## config.mk

```make
export PLATFORM = sky130hd
export DESIGN_NAME = dual_alu_steer
export DESIGN_NICKNAME = d
export VERILOG_FILES = /design/src/rtl/dual_alu_pkg.sv /design/src/rtl/reg_dep_match.sv /design/src/rtl/steer_unit.sv /design/src/rtl/interlock_unit.sv /design/src/rtl/alu2_stage_reg.sv /design/src/rtl/dual_alu_steer.sv
export SDC_FILE = /design/constraint.sdc
export NUM_CORES = 1
export LEC_CHECK = 0
export BUFFER_PORTS_ARGS = -buffer_cell sky130_fd_sc_hd__buf_2
export CORE_AREA = 2 2 39 41
export CTS_BUF_LIST = sky130_fd_sc_hd__clkbuf_4
export CTS_CLUSTER_DIAMETER = 120
export CTS_CLUSTER_SIZE = 10
export DETAILED_ROUTE_END_ITERATION = 16
export DIE_AREA = 0 0 41 43
export PLACE_DENSITY = 0.56
export SLEW_MARGIN = 20
export SYNTH_ARGS = -nofsm -noshare
export SYNTH_HDL_FRONTEND = slang
export SYNTH_SLANG_ARGS = --single-unit
```

## constraint.sdc

```tcl
create_clock -name clk -period 1.3 [get_ports clk]
set_input_delay 0.13 -clock clk [delete_from_list [all_inputs] [get_ports clk]]
set_output_delay 0.13 -clock clk [all_outputs]
set_load 0.005 [all_outputs]
```

## src/rtl/dual_alu_pkg.sv

```systemverilog
package dual_alu_pkg;
  localparam int OP_W = 3;

  typedef enum logic [OP_W-1:0] {
    OPC_NONE  = 3'd0,
    OPC_ALU   = 3'd1,
    OPC_ALUI  = 3'd2,
    OPC_LOAD  = 3'd3,
    OPC_STORE = 3'd4,
    OPC_BR    = 3'd5
  } opc_e;

  function automatic logic is_arith(input opc_e op);
    return (op == OPC_ALU) || (op == OPC_ALUI);
  endfunction

  function automatic logic is_mem(input opc_e op);
    return (op == OPC_LOAD) || (op == OPC_STORE);
  endfunction
endpackage

```

## src/rtl/reg_dep_match.sv

```systemverilog
// Compares one source field against the EX1 destination; a register
// zero destination or a non-writing producer never matches.
module reg_dep_match #(
  parameter int REG_AW = 5
) (
  input  logic [REG_AW-1:0] src,
  input  logic              src_used,
  input  logic [REG_AW-1:0] dst,
  input  logic              dst_we,
  output logic              hit
);
  logic dst_valid;
  always_comb begin
    dst_valid = dst_we && (dst != '0);
    hit       = src_used && dst_valid && (src == dst);
  end
endmodule

```

## src/rtl/steer_unit.sv

```systemverilog
module steer_unit #(
  parameter int REG_AW = 5
) (
  input  dual_alu_pkg::opc_e id_op,
  input  logic [REG_AW-1:0]  id_rs,
  input  logic [REG_AW-1:0]  id_rt,
  input  logic               id_rt_en,
  input  logic [REG_AW-1:0]  ex1_ws,
  input  logic               ex1_we,
  input  logic               ex1_late,
  output logic               to_alu2
);
  import dual_alu_pkg::*;
  localparam int NSRC = 2;

  logic [NSRC-1:0]        src_hit;
  logic [NSRC-1:0][REG_AW-1:0] src_reg;
  logic [NSRC-1:0]        src_use;

  assign src_reg[0] = id_rs;
  assign src_use[0] = 1'b1;
  assign src_reg[1] = id_rt;
  assign src_use[1] = id_rt_en;

  for (genvar g = 0; g < NSRC; g++) begin : g_src
    reg_dep_match #(.REG_AW(REG_AW)) u_match (
      .src     (src_reg[g]),
      .src_used(src_use[g]),
      .dst     (ex1_ws),
      .dst_we  (ex1_we),
      .hit     (src_hit[g])
    );
  end

  always_comb to_alu2 = is_arith(id_op) && ex1_late && (|src_hit);

  // only arithmetic classes are ever steered
  always_comb begin
    if (to_alu2) assert (is_arith(id_op)) else $error("p_steer_arith_only_r5");
  end
endmodule

```

## src/rtl/interlock_unit.sv

```systemverilog
module interlock_unit #(
  parameter int REG_AW = 5
) (
  input  dual_alu_pkg::opc_e id_op,
  input  logic [REG_AW-1:0]  id_rs,
  input  logic [REG_AW-1:0]  ex1_ws,
  input  logic               ex1_we,
  input  logic               ex1_late,
  output logic               hold
);
  import dual_alu_pkg::*;
  logic base_hit;

  // Only the base register must be ready by end of decode; store data
  // is needed one stage later and is bypassed in time.
  reg_dep_match #(.REG_AW(REG_AW)) u_base (
    .src     (id_rs),
    .src_used(is_mem(id_op)),
    .dst     (ex1_ws),
    .dst_we  (ex1_we),
    .hit     (base_hit)
  );

  always_comb hold = base_hit && ex1_late;

  // arithmetic instructions never interlock
  always_comb begin
    if (hold) assert (!is_arith(id_op)) else $error("p_arith_no_stall_r7");
  end
endmodule

```

## src/rtl/alu2_stage_reg.sv

```systemverilog
module alu2_stage_reg (
  input  logic clk,
  input  logic rst_n,
  input  logic hold,
  input  logic flag_in,
  output logic flag_q
);
  always_ff @(posedge clk) begin
    if (!rst_n)    flag_q <= 1'b0;
    else if (hold) flag_q <= 1'b0;
    else           flag_q <= flag_in;
  end

  p_pipe_follow_r8: assert property (@(posedge clk) disable iff (!rst_n)
    ($past(rst_n) && !$past(hold)) |-> (flag_q == $past(flag_in)))
    else $error("p_pipe_follow_r8");

  p_bubble_clear_r8: assert property (@(posedge clk) disable iff (!rst_n)
    ($past(rst_n) && $past(hold)) |-> !flag_q)
    else $error("p_bubble_clear_r8");
endmodule

```

## src/rtl/dual_alu_steer.sv

```systemverilog
module dual_alu_steer #(
  parameter int REG_AW = 5,
  parameter int OP_W   = dual_alu_pkg::OP_W
) (
  input  logic              clk,
  input  logic              rst_n,
  input  logic [OP_W-1:0]   id_op,
  input  logic [REG_AW-1:0] id_rs,
  input  logic [REG_AW-1:0] id_rt,
  input  logic              id_rt_en,
  input  logic [OP_W-1:0]   ex1_op,
  input  logic [REG_AW-1:0] ex1_ws,
  input  logic              ex1_we,
  output logic              alu2_id,
  output logic              stall,
  output logic              alu2_ex1
);
  import dual_alu_pkg::*;

  opc_e id_opc, ex1_opc;
  logic ex1_late;

  always_comb begin
    id_opc   = opc_e'(id_op);
    ex1_opc  = opc_e'(ex1_op);
    // producer whose value appears only at end of EX2/MEM
    ex1_late = (ex1_opc == OPC_LOAD) || alu2_ex1;
  end

  steer_unit #(.REG_AW(REG_AW)) u_steer (
    .id_op   (id_opc),
    .id_rs   (id_rs),
    .id_rt   (id_rt),
    .id_rt_en(id_rt_en),
    .ex1_ws  (ex1_ws),
    .ex1_we  (ex1_we),
    .ex1_late(ex1_late),
    .to_alu2 (alu2_id)
  );

  interlock_unit #(.REG_AW(REG_AW)) u_lock (
    .id_op   (id_opc),
    .id_rs   (id_rs),
    .ex1_ws  (ex1_ws),
    .ex1_we  (ex1_we),
    .ex1_late(ex1_late),
    .hold    (stall)
  );

  alu2_stage_reg u_flag (
    .clk    (clk),
    .rst_n  (rst_n),
    .hold   (stall),
    .flag_in(alu2_id),
    .flag_q (alu2_ex1)
  );

  p_no_dual_action_r7: assert property (@(posedge clk) disable iff (!rst_n)
    !(stall && alu2_id)) else $error("p_no_dual_action_r7");

  p_dead_dest_r4: assert property (@(posedge clk) disable iff (!rst_n)
    (!ex1_we || ex1_ws == '0) |-> (!alu2_id && !stall))
    else $error("p_dead_dest_r4");

  p_steer_cause_r3: assert property (@(posedge clk) disable iff (!rst_n)
    alu2_id |-> (ex1_opc == OPC_LOAD || alu2_ex1))
    else $error("p_steer_cause_r3");
endmodule

```

; Word-level counts from Yosys, hierarchy flattened
; Index checks and enable logic that the tools add are counted.
; W data, S select, Z words.
[op_classes]
bitwise_logic = 1
n_reduce_logical = 15
n_eq_ne = 7
[op_table]
columns = operator, count
row1 = $eq A5 B5 Y1, 2
row2 = $eq A3 B2 Y1 const B, 3
row3 = $logic_and A1 B1 Y1, 9
row4 = $reduce_bool A5 Y1, 1
row5 = $reduce_or A2 Y1, 2
row6 = $eq A3 B1 Y1 const B, 1
row7 = $eq A3 B3 Y1 const B, 1
row8 = $logic_or A1 B1 Y1, 3
row9 = $not A1 Y1, 1
[totals]
inputBits = 25
out_inout_bits = 3
register_bits = 1
word_cells = 24

; Logic depth before layout (Yosys ltp)
; Gate-level depths: netlist (run 1).
[logic_depth]
ltp_word = 6
mapped_depth = 5

; Cells and area by module
; A second synthesis (run 1) with hierarchy kept.
[hier_totals]
hier_cells = 42
hier_area_um2 = 329.1
[by_module_without_submodules]
columns = module, area_each_um2, seq_area_each_um2, n_inst, cells_each
row1 = reg_dep_match, 76.3, 0.0, 3, 10
row2 = steer_unit, 31.3, 0.0, 1, 4
row3 = alu2_stage_reg, 28.8, 20.0, 1, 2
row4 = interlock_unit, 28.8, 0.0, 1, 4
row5 = dual_alu_steer, 11.3, 0.0, 1, 2

; Worst setup path after synthesis (run 1)
; Ideal clock, no wire load.
[synth_timing]
path_kind = input-to-output
start = in ex1_ws[4]
end = out alu2_id
path_slack_ns = 0.221
path_stages = 5
arrival_time_ns = 0.949
path_buffers = 0
required_ns = 1.170
cell_sequence = xnor2_1 -> nand4_1 -> nor4b_4 -> nand2b_1 -> and2_1
[synth_via]
elab_chain_len = 6
[synth_rtl]
columns = item, line
row1 = start: declaration, dual_alu_steer.sv:12  ; input logic [REG_AW-1:0] ex1_ws,
row2 = $reduce_bool A5 Y1, reg_dep_match.sv:14  ; dst_valid = dst_we && (dst != '0);
row3 = $logic_and A1 B1 Y1, reg_dep_match.sv:14
row4 = $logic_and A1 B1 Y1 (2 in series), reg_dep_match.sv:15  ; hit = src_used && dst_valid && (src == dst);
row5 = $reduce_or A2 Y1 *, steer_unit.sv:35  ; always_comb to_alu2 = is_arith(id_op) && ex1_late && (|src_hit);
row6 = $logic_and A1 B1 Y1 *, steer_unit.sv:35
row7 = end: declaration, dual_alu_steer.sv:14  ; output logic alu2_id,
; Mark *: on every way between the ends. The rest lies on a longest branch, timed or not.

; Worst setup path after layout (run 1)
[layout_timing]
start = in ex1_ws[0]
end = out alu2_id
; Same word-level chain as after synthesis.

==> results.toml, run 1 <==
[outcome]
status = "complete, but fails checks"
violations = "setup timing"

[global_routing]
grtUsageTotal = 0.0912
grt_pass1_vias = 304
antenna_found_initial = 0
grt_max_degree = 5
grt_first_pass_wirelength_um = 1170
grt_overflow_total = 0

[critical_path]
crit_family = "simple AND/OR/NAND/NOR gates"
crit_chain = "buf_6 -> buf_4 -> nor3_1 -> nand2_1 -> nor4b_4 -> nand2b_1 -> and2_1 -> buf_2"
crit_slowest_cell = "nor3_1"
worstPathArrival_ns = 1.17
worstPathRequired_ns = 1.17
cp_max_fo = 4
path_buf_inv = 3
cp-end-kind = "output port"
criticalPathCategory = "in -> out"
start_kind = "input pin"
critPathMaxStageDelay_ns = 0.16

[routing]
wirelength_um = 687
ant_nets = 0
wl_per_cell_um = 8.81
drc = 0
first_pass_iters = 1
dr_total_vias = 323
drt_iter0_markers = 0
via_per_inst = 4.14

[final_layout]
top_regs = "u_flag.flag_q x1"
areaGrowthSynthToFinish_pct = 98.0
drive_gt1_frac = 0.565
diodes = 0
largest-register = "u_flag.flag_q"
layout.nets = 89
largest_register_ffs = 1
utilization = 0.353

[power_and_ir_drop]
powerDensity_nw_per_um2 = 314
power_w = 0.000153
p_leak_nw = 0.259
vdd.ir_drop.worst_v = 0.000153

[synthesis]
seq_area_frac_synth = 0.0812
synthDistinctLibCells = 16
syn_area_sq_um = 246
synth-warning-count = 0
ys.flop_type = "dfxtp_1"
synth_edf_count = 0
ys_async_sr_fraction = 0
syn_area_per_cell_sq_um = 7.47
synth_fp_nets = 58
synth_cells = 33
yosys_register_bits = 1

[timing]
period_needed_ns = 1.30
rsz0062_at_grt = "true"
tightestPinTransition_ns = 0.254
fin_worst_skew_ns = 0
max_freq_mhz = 769
fin_ws_ns = -0.000891
finalHoldViolCount = 0
relSlewSlack = 0.830
setup_viol = 1
maxSlewViolCount = 0
timing.final.crit_share = 1.00
fin_setup_tns_ns = -0.000891

[place]
place_congestion = 0.638
place_ws_ns = -0.0836
dp_hpwl_um = 586
port_buffers = 27

[clock_tree]
post-cts-setup-buffer-count = 0
clkSlewWorstSetupHoldPaths_ns = 0
clk_latency_ns = 0
hold_buffers = 0

[floorplan]
pin_count = 28
die-area_sq_um = 1760
die_h_um = 43
die_w_um = 41
core_area_sq_um = 1380
start_util = 0.178
rows = 14

[min_path]
worstHoldPathType = "in -> reg"

[flow_run]
drv_cap = 0
[cell type report]
| class | count | area [sq um] |
|---|---|---|
| fillers | 146 | 896 |
| inverters | 1 | 3.75 |
| multi-input cells | 31 | 256 |
| flip-flops and latches | 1 | 20.0 |
| well taps | 16 | 20.0 |
| repair buffers | 29 | 188 |
[metrics by stage]
stage	area, sq um	hold slack (ns)	cells
floorplan	246	0.278	33
global placement	417	0.374	78
detailed placement	417	0.376	78
CTS	483	0.375	78
global route	488	0.386	78
finish	488	0.372	78
[metal layers]
layer,part of all wire,global-route usage,vias up
li1,-,-,173
met1,0.39,0.121,132
met2,0.52,0.166,18
met3,0.095,0,0
met4,0,0,0
met5,0,0,-
[final timing paths]
path                            startpoint  cells past startpoint                  endpoint  slack [ns]
setup / recovery                 ex1_ws[0]                      8                   alu2_id     -0.0009
hold / removal                       rst_n                      2  u_flag.flag_q$_SDFF_PP0_        0.37
setup reg to reg  u_flag.flag_q$_SDFF_PP0_                      3  u_flag.flag_q$_SDFF_PP0_        0.47
hold reg to reg   u_flag.flag_q$_SDFF_PP0_                      3  u_flag.flag_q$_SDFF_PP0_        0.75
[synth_stat cells (2+ instances only)]
cell     number  share of area
and2_1        2          0.051
nand2_1       3          0.046
nand4_1       2          0.051
nor2_1        4          0.061
nor3_1        2          0.041
xnor2_1       6           0.21
xor2_1        5           0.18
[layout by cell type (no fill, tap or decap), types with 2 or more instances in the layout]
master,Yosys,layout
nand2_1,3,3
buf_6,0,6
nor2_1,4,4
nor3_1,2,2
nand4_1,2,2
xnor2_2,0,3
buf_4,0,2
buf_2,0,21
xnor2_1,6,3
and2_1,2,2
xor2_1,5,5
[power breakdown]
| part | leakage [nW] | total [W] | internal, W | switching, W |
|---|---|---|---|---|
| registers | 0.00805 | 0.0000313 | 0.0000313 | 0.00000000878 |
| logic | 0.251 | 0.000122 | 0.0000725 | 0.0000493 |
| clock network | 0 | 0 | 0 | 0 |
| total | 0.259 | 0.000153 | 0.000104 | 0.0000493 |
[logic make-up after synthesis]
logic type	count (synthesis)	synth area share
buffers and inverters	1	0.0152
AOI/OAI and AO/OA	3	0.0863
and+or+nand+nor	17	0.426
xor gates and xnor gates	11	0.391
DFF	1	0.0812
[repair_timing]
action,in CTS,in global routing
setup endpoints to repair,3,3
pin swaps,7,2
resized for setup,12,1
cloned,0,0
(Power assumes the default switching activity.)
==> run 2: changes to the inputs <==
Settings changed: BUFFER_PORTS_ARGS -buffer_cell sky130_fd_sc_hd__buf_2 to -buffer_cell sky130_fd_sc_hd__clkbuf_2, CTS_BUF_LIST sky130_fd_sc_hd__clkbuf_4 to sky130_fd_sc_hd__clkbuf_8.
==> run 2 against run 1 <==
Power down 0.63%; design area up 0.26%; global-route usage down 1.2 points; sequential share of layout area about the same; combinational power about the same; largest cell class unchanged; the flow still finishes with violations (setup timing); flip-flop and latch count unchanged; die area unchanged; via count up 2.2%; first-iteration DRC count up 1; register-to-register slack about the same.
==> results.toml, run 2 (synthesized netlist as in run 1, its figures left out) <==
[outcome]
status = "complete, but fails checks"
violations = "setup timing"

[floorplan]
die_w_um = 41
core_area_sq_um = 1380
pin_count = 28
die_h_um = 43
die-area_sq_um = 1760
rows = 14
start_util = 0.178

[critical_path]
path_buf_inv = 3
worstPathArrival_ns = 1.17
crit_slowest_cell = "nor3_1"
cp_max_fo = 4
criticalPathCategory = "in -> out"
critPathMaxStageDelay_ns = 0.17
crit_chain = "clkbuf_8 -> buf_4 -> nor3_1 -> nand2_1 -> nor4b_4 -> nand2b_1 -> and2_1 -> clkbuf_2"
worst-path-stages = 8
start_kind = "input pin"
crit_family = "simple AND/OR/NAND/NOR gates"
rrSetupSlack_ns = 0.47
startpoint = "ex1_ws[4]"
r2r-start = "u_flag.flag_q$_SDFF_PP0_"
reg2reg_to = "u_flag.flag_q$_SDFF_PP0_"
cp-end-kind = "output port"
worstPathRequired_ns = 1.17
reg2reg_depth = 3

[clock_tree]
clk_latency_ns = 0
hold_buffers = 0
post-cts-setup-buffer-count = 0
clkSlewWorstSetupHoldPaths_ns = 0

[final_layout]
utilization = 0.354
final_cell_mix = "clkbuf_2 (22), xor2_1 (5), nor2_1 (4)"
top_regs = "u_flag.flag_q x1"
final_common_cell = "clkbuf_2"
diodes = 0
areaGrowthSynthToFinish_pct = 98.5
finalNonFillerCells = 79
drive_gt1_frac = 0.571
largest_register_ffs = 1
layout.nets = 90
largest-register = "u_flag.flag_q"

[global_routing]
grt_overflow_total = 0
grt_max_degree = 5
grt_first_pass_wirelength_um = 1040
antenna_found_initial = 0
grtUsageTotal = 0.0792
grt_pass1_vias = 302

[timing]
relSlewSlack = 0.834
max_freq_mhz = 767
setup_viol = 1
tightestPinTransition_ns = 0.247
period_needed_ns = 1.30
holdWs_ns = 0.366
rsz0062_at_grt = "true"
fin_ws_ns = -0.00332
fin_worst_skew_ns = 0
finalHoldViolCount = 0
maxSlewViolCount = 0
timing.final.crit_share = 1.00

[min_path]
min_path_cells = 2
worstHoldPathType = "in -> reg"
hold_end = "u_flag.flag_q$_SDFF_PP0_"
min_from = "rst_n"

[routing]
drt_iter0_markers = 1
wl_per_cell_um = 8.23
wirelength_um = 650
ant_nets = 0
drc = 0
via_per_inst = 4.18
first_pass_iters = 3
dr_total_vias = 330

[power_and_ir_drop]
vdd.ir_drop.worst_v = 0.0000989
p_leak_nw = 0.264
powerDensity_nw_per_um2 = 311

[place]
dp_hpwl_um = 601
port_buffers = 27
place_congestion = 0.661
dp.cells = 79

[flow_run]
drv_cap = 0
-- run 2: cell count changes in the layout (fill, tap and decap cells not counted) --
| cell | change |
|---|---|
| clkbuf_2 | +22 |
| buf_8 | +1 |
| buf_2 | -20 |
| buf_6 | -4 |
| buf_4 | +1 |
| clkbuf_8 | +1 |
-- run 2: worst max-delay path by stage --
stage / to / slack, ns
after global placement: stall / -0.09
after global routing: alu2_id / -0.08
final: alu2_id / -0.003
after CTS: stall / -0.03
after detailed placement: stall / -0.15
after floorplan: alu2_id / 0.22
-- run 2: report_power, final --
group          total [W]  leakage (nW)  switching (W)  internal (W)
combinational   0.000121         0.256      0.0000487     0.0000721
clock                  0             0              0             0
sequential     0.0000313       0.00805  0.00000000745     0.0000313
total           0.000152         0.264      0.0000487      0.000103
-- run 2: area by class of cell --
class / count / area [sq um]
Fill cell: 150 / 895
Inverter: 1 / 3.75
Multi-Input combinational cell: 31 / 256
Sequential cell: 1 / 20.0
Tap cell: 16 / 20.0
Timing Repair Buffer: 30 / 189
-- run 2: per-layer routing --
layer	vias to the layer above	routed length [um]	part of all wire	GRT usage
li1	175	-	-	-
met1	137	230	0.35	0.0929
met2	18	351	0.54	0.153
met3	0	68	0.10	0.00524
met4	0	0	0	0
met5	-	0	0	0
-- run 2: repair_timing --
item                                    4_1_cts  5_1_grt
endpoints found under the hold margin         0        0
gates resized for setup                       5        6
pin swaps                                     5        3
endpoints found under the setup margin        3        3
-- run 2: worst register-to-register path: stages (launching register included) --
cell	delay, ns
dfxtp_1	0.28
a31oi_1	0.22
nor3_1	0.10
o211a_1	0.11
-- run 2: metrics by stage --
step            TNS, ns  worst slack, ns  power [W]  cell area (sq um)
2_1_floorplan         0            0.221  0.0000732                246
3_3_place_gp     -0.174          -0.0892   0.000131                424
3_5_place_dp     -0.254           -0.152   0.000131                424
4_1_cts         -0.0501          -0.0278   0.000143                462
5_1_grt          -0.170          -0.0818   0.000163                489
6_report       -0.00332         -0.00332   0.000152                489
==> run 3: changes to the inputs <==
Settings changed: BUFFER_PORTS_ARGS -buffer_cell sky130_fd_sc_hd__clkbuf_2 to default, DONT_BUFFER_PORTS from default to 1, PLACE_DENSITY 0.56 to 0.38.
==> run 3 against run 2 <==
Critical path depth decreased by 3; the run now ends clean; clock skew unchanged; largest power group unchanged; largest cell class unchanged; sequential power about the same; core utilization decreased by 16 points; sequential share of layout area increased by 3.3 points; wire length decreased by 15%.
==> results.toml, run 3 (synthesized netlist as in run 1, its figures left out) <==
[final_layout]
drive_gt1_frac = 0.0606
diodes = 0
final.fill_count = 162
final_common_cell = "xnor2_1"
layout.nets = 60
areaGrowthSynthToFinish_pct = 10.2
final_cell_mix = "xnor2_1 (6), xor2_1 (5), nor2_1 (4)"
largest-register = "u_flag.flag_q"
largest_register_ffs = 1
top_regs = "u_flag.flag_q x1"

[flow_run]
drv_cap = 0

[floorplan]
die_h_um = 43
die_w_um = 41
start_util = 0.178
pin_count = 28
rows = 14
die-area_sq_um = 1760
core_area_sq_um = 1380

[min_path]
min_path_cells = 1
worstHoldPathType = "in -> reg"

[critical_path]
cp-end-kind = "flop"
crit_chain = "xnor2_1 -> nand4_1 -> nor4b_4 -> nor2_1 -> o211a_1"
worstPathRequired_ns = 1.18
crit_slowest_cell = "nor4b_4"
critPathMaxStageDelay_ns = 0.34
start_kind = "input pin"
reg2reg_depth = 3
cp_max_fo = 4
worstPathArrival_ns = 1.05
criticalPathCategory = "in -> reg"

[power_and_ir_drop]
p_leak_nw = 0.109
vdd.ir_drop.worst_v = 0.0000623
powerDensity_nw_per_um2 = 289

[place]
place_congestion = 0.630
dp_hpwl_um = 531
port_buffers = 0

[routing]
via_per_inst = 4.67
first_pass_iters = 3
wirelength_um = 553
drt_iter0_markers = 1
ant_nets = 0
dr_total_vias = 229
drc = 0
wl_per_cell_um = 11.3

[global_routing]
grt_overflow_total = 0
grtUsageTotal = 0.0590
grt_max_degree = 5
grt_first_pass_wirelength_um = 765
grt_pass1_vias = 207
antenna_found_initial = 0

[clock_tree]
clk_latency_ns = 0
hold_buffers = 0
clkSlewWorstSetupHoldPaths_ns = 0

[timing]
tightestPinTransition_ns = 0.264
fin_worst_skew_ns = 0
finalHoldViolCount = 0
holdWs_ns = 0.287
max_freq_mhz = 855
rsz0062_at_grt = "false"
fin_setup_tns_ns = 0
relSlewSlack = 0.823
setup_viol = 0
period_needed_ns = 1.17
timing.final.crit_share = 0.899
maxSlewViolCount = 0

[outcome]
status = "finished clean"
[run 3: changes by cell type in the layout (fill, tap and decap cells not counted), sizes merged]
cell	previous run	this run
clkbuf	23	0
buf	7	0
[run 3: critical path: cells and delay by family]
family                    cells  cell delay [ns]
AOI/OAI and AO/OA             1             0.20
xor gates and xnor gates      1             0.14
and+or+nand+nor               3             0.59
[run 3: worst paths after layout]
kind / from / end / slack (ns)
setup / recovery: ex1_ws[2] / u_flag.flag_q$_SDFF_PP0_ / 0.13
hold / removal: rst_n / u_flag.flag_q$_SDFF_PP0_ / 0.29
hold reg to reg: u_flag.flag_q$_SDFF_PP0_ / u_flag.flag_q$_SDFF_PP0_ / 0.77
setup reg to reg: u_flag.flag_q$_SDFF_PP0_ / u_flag.flag_q$_SDFF_PP0_ / 0.44
[run 3: routing by layer]
metal	up-vias	track usage	part of all wire
li1	114	-	-
met1	98	0.0794	0.36
met5	-	0	0
met3	0	0.0209	0.15
met2	17	0.0938	0.50
met4	0	0	0
[run 3: through the flow]
step / instances / instance area, sq um / total power (W) / setup slack (ns) / util
final: 49 / 272 / 0.0000784 / 0.131 / 0.196
after global routing: 49 / 272 / 0.0000845 / 0.0203 / 0.196
after CTS: 49 / 267 / 0.0000785 / 0.0756 / 0.193
after detailed placement: 49 / 267 / 0.0000781 / 0.0868 / 0.193
after global placement: 49 / 267 / 0.0000791 / 0.0834 / 0.193
after floorplan: 33 / 246 / 0.0000732 / 0.221 / -
[run 3: layout make-up]
cell class / count / area [sq um] / share of cell area
Tap cell: 16 / 20.0 / 0.0737
Sequential cell: 1 / 20.0 / 0.0737
Inverter: 1 / 3.75 / 0.0138
Multi-Input combinational cell: 31 / 228 / 0.839
[run 3: what timing repair did]
action | 4_1_cts | 5_1_grt
gates resized for setup | 0 | 1
setup buffers | 0 | 0
setup endpoints to repair | 0 | 1
[run 3: where the power goes]
group / internal [W] / switching (W)
Sequential: 0.0000313 / 0.0000000122
Clock: 0 / 0
Combinational: 0.0000266 / 0.0000204
Total: 0.0000579 / 0.0000204
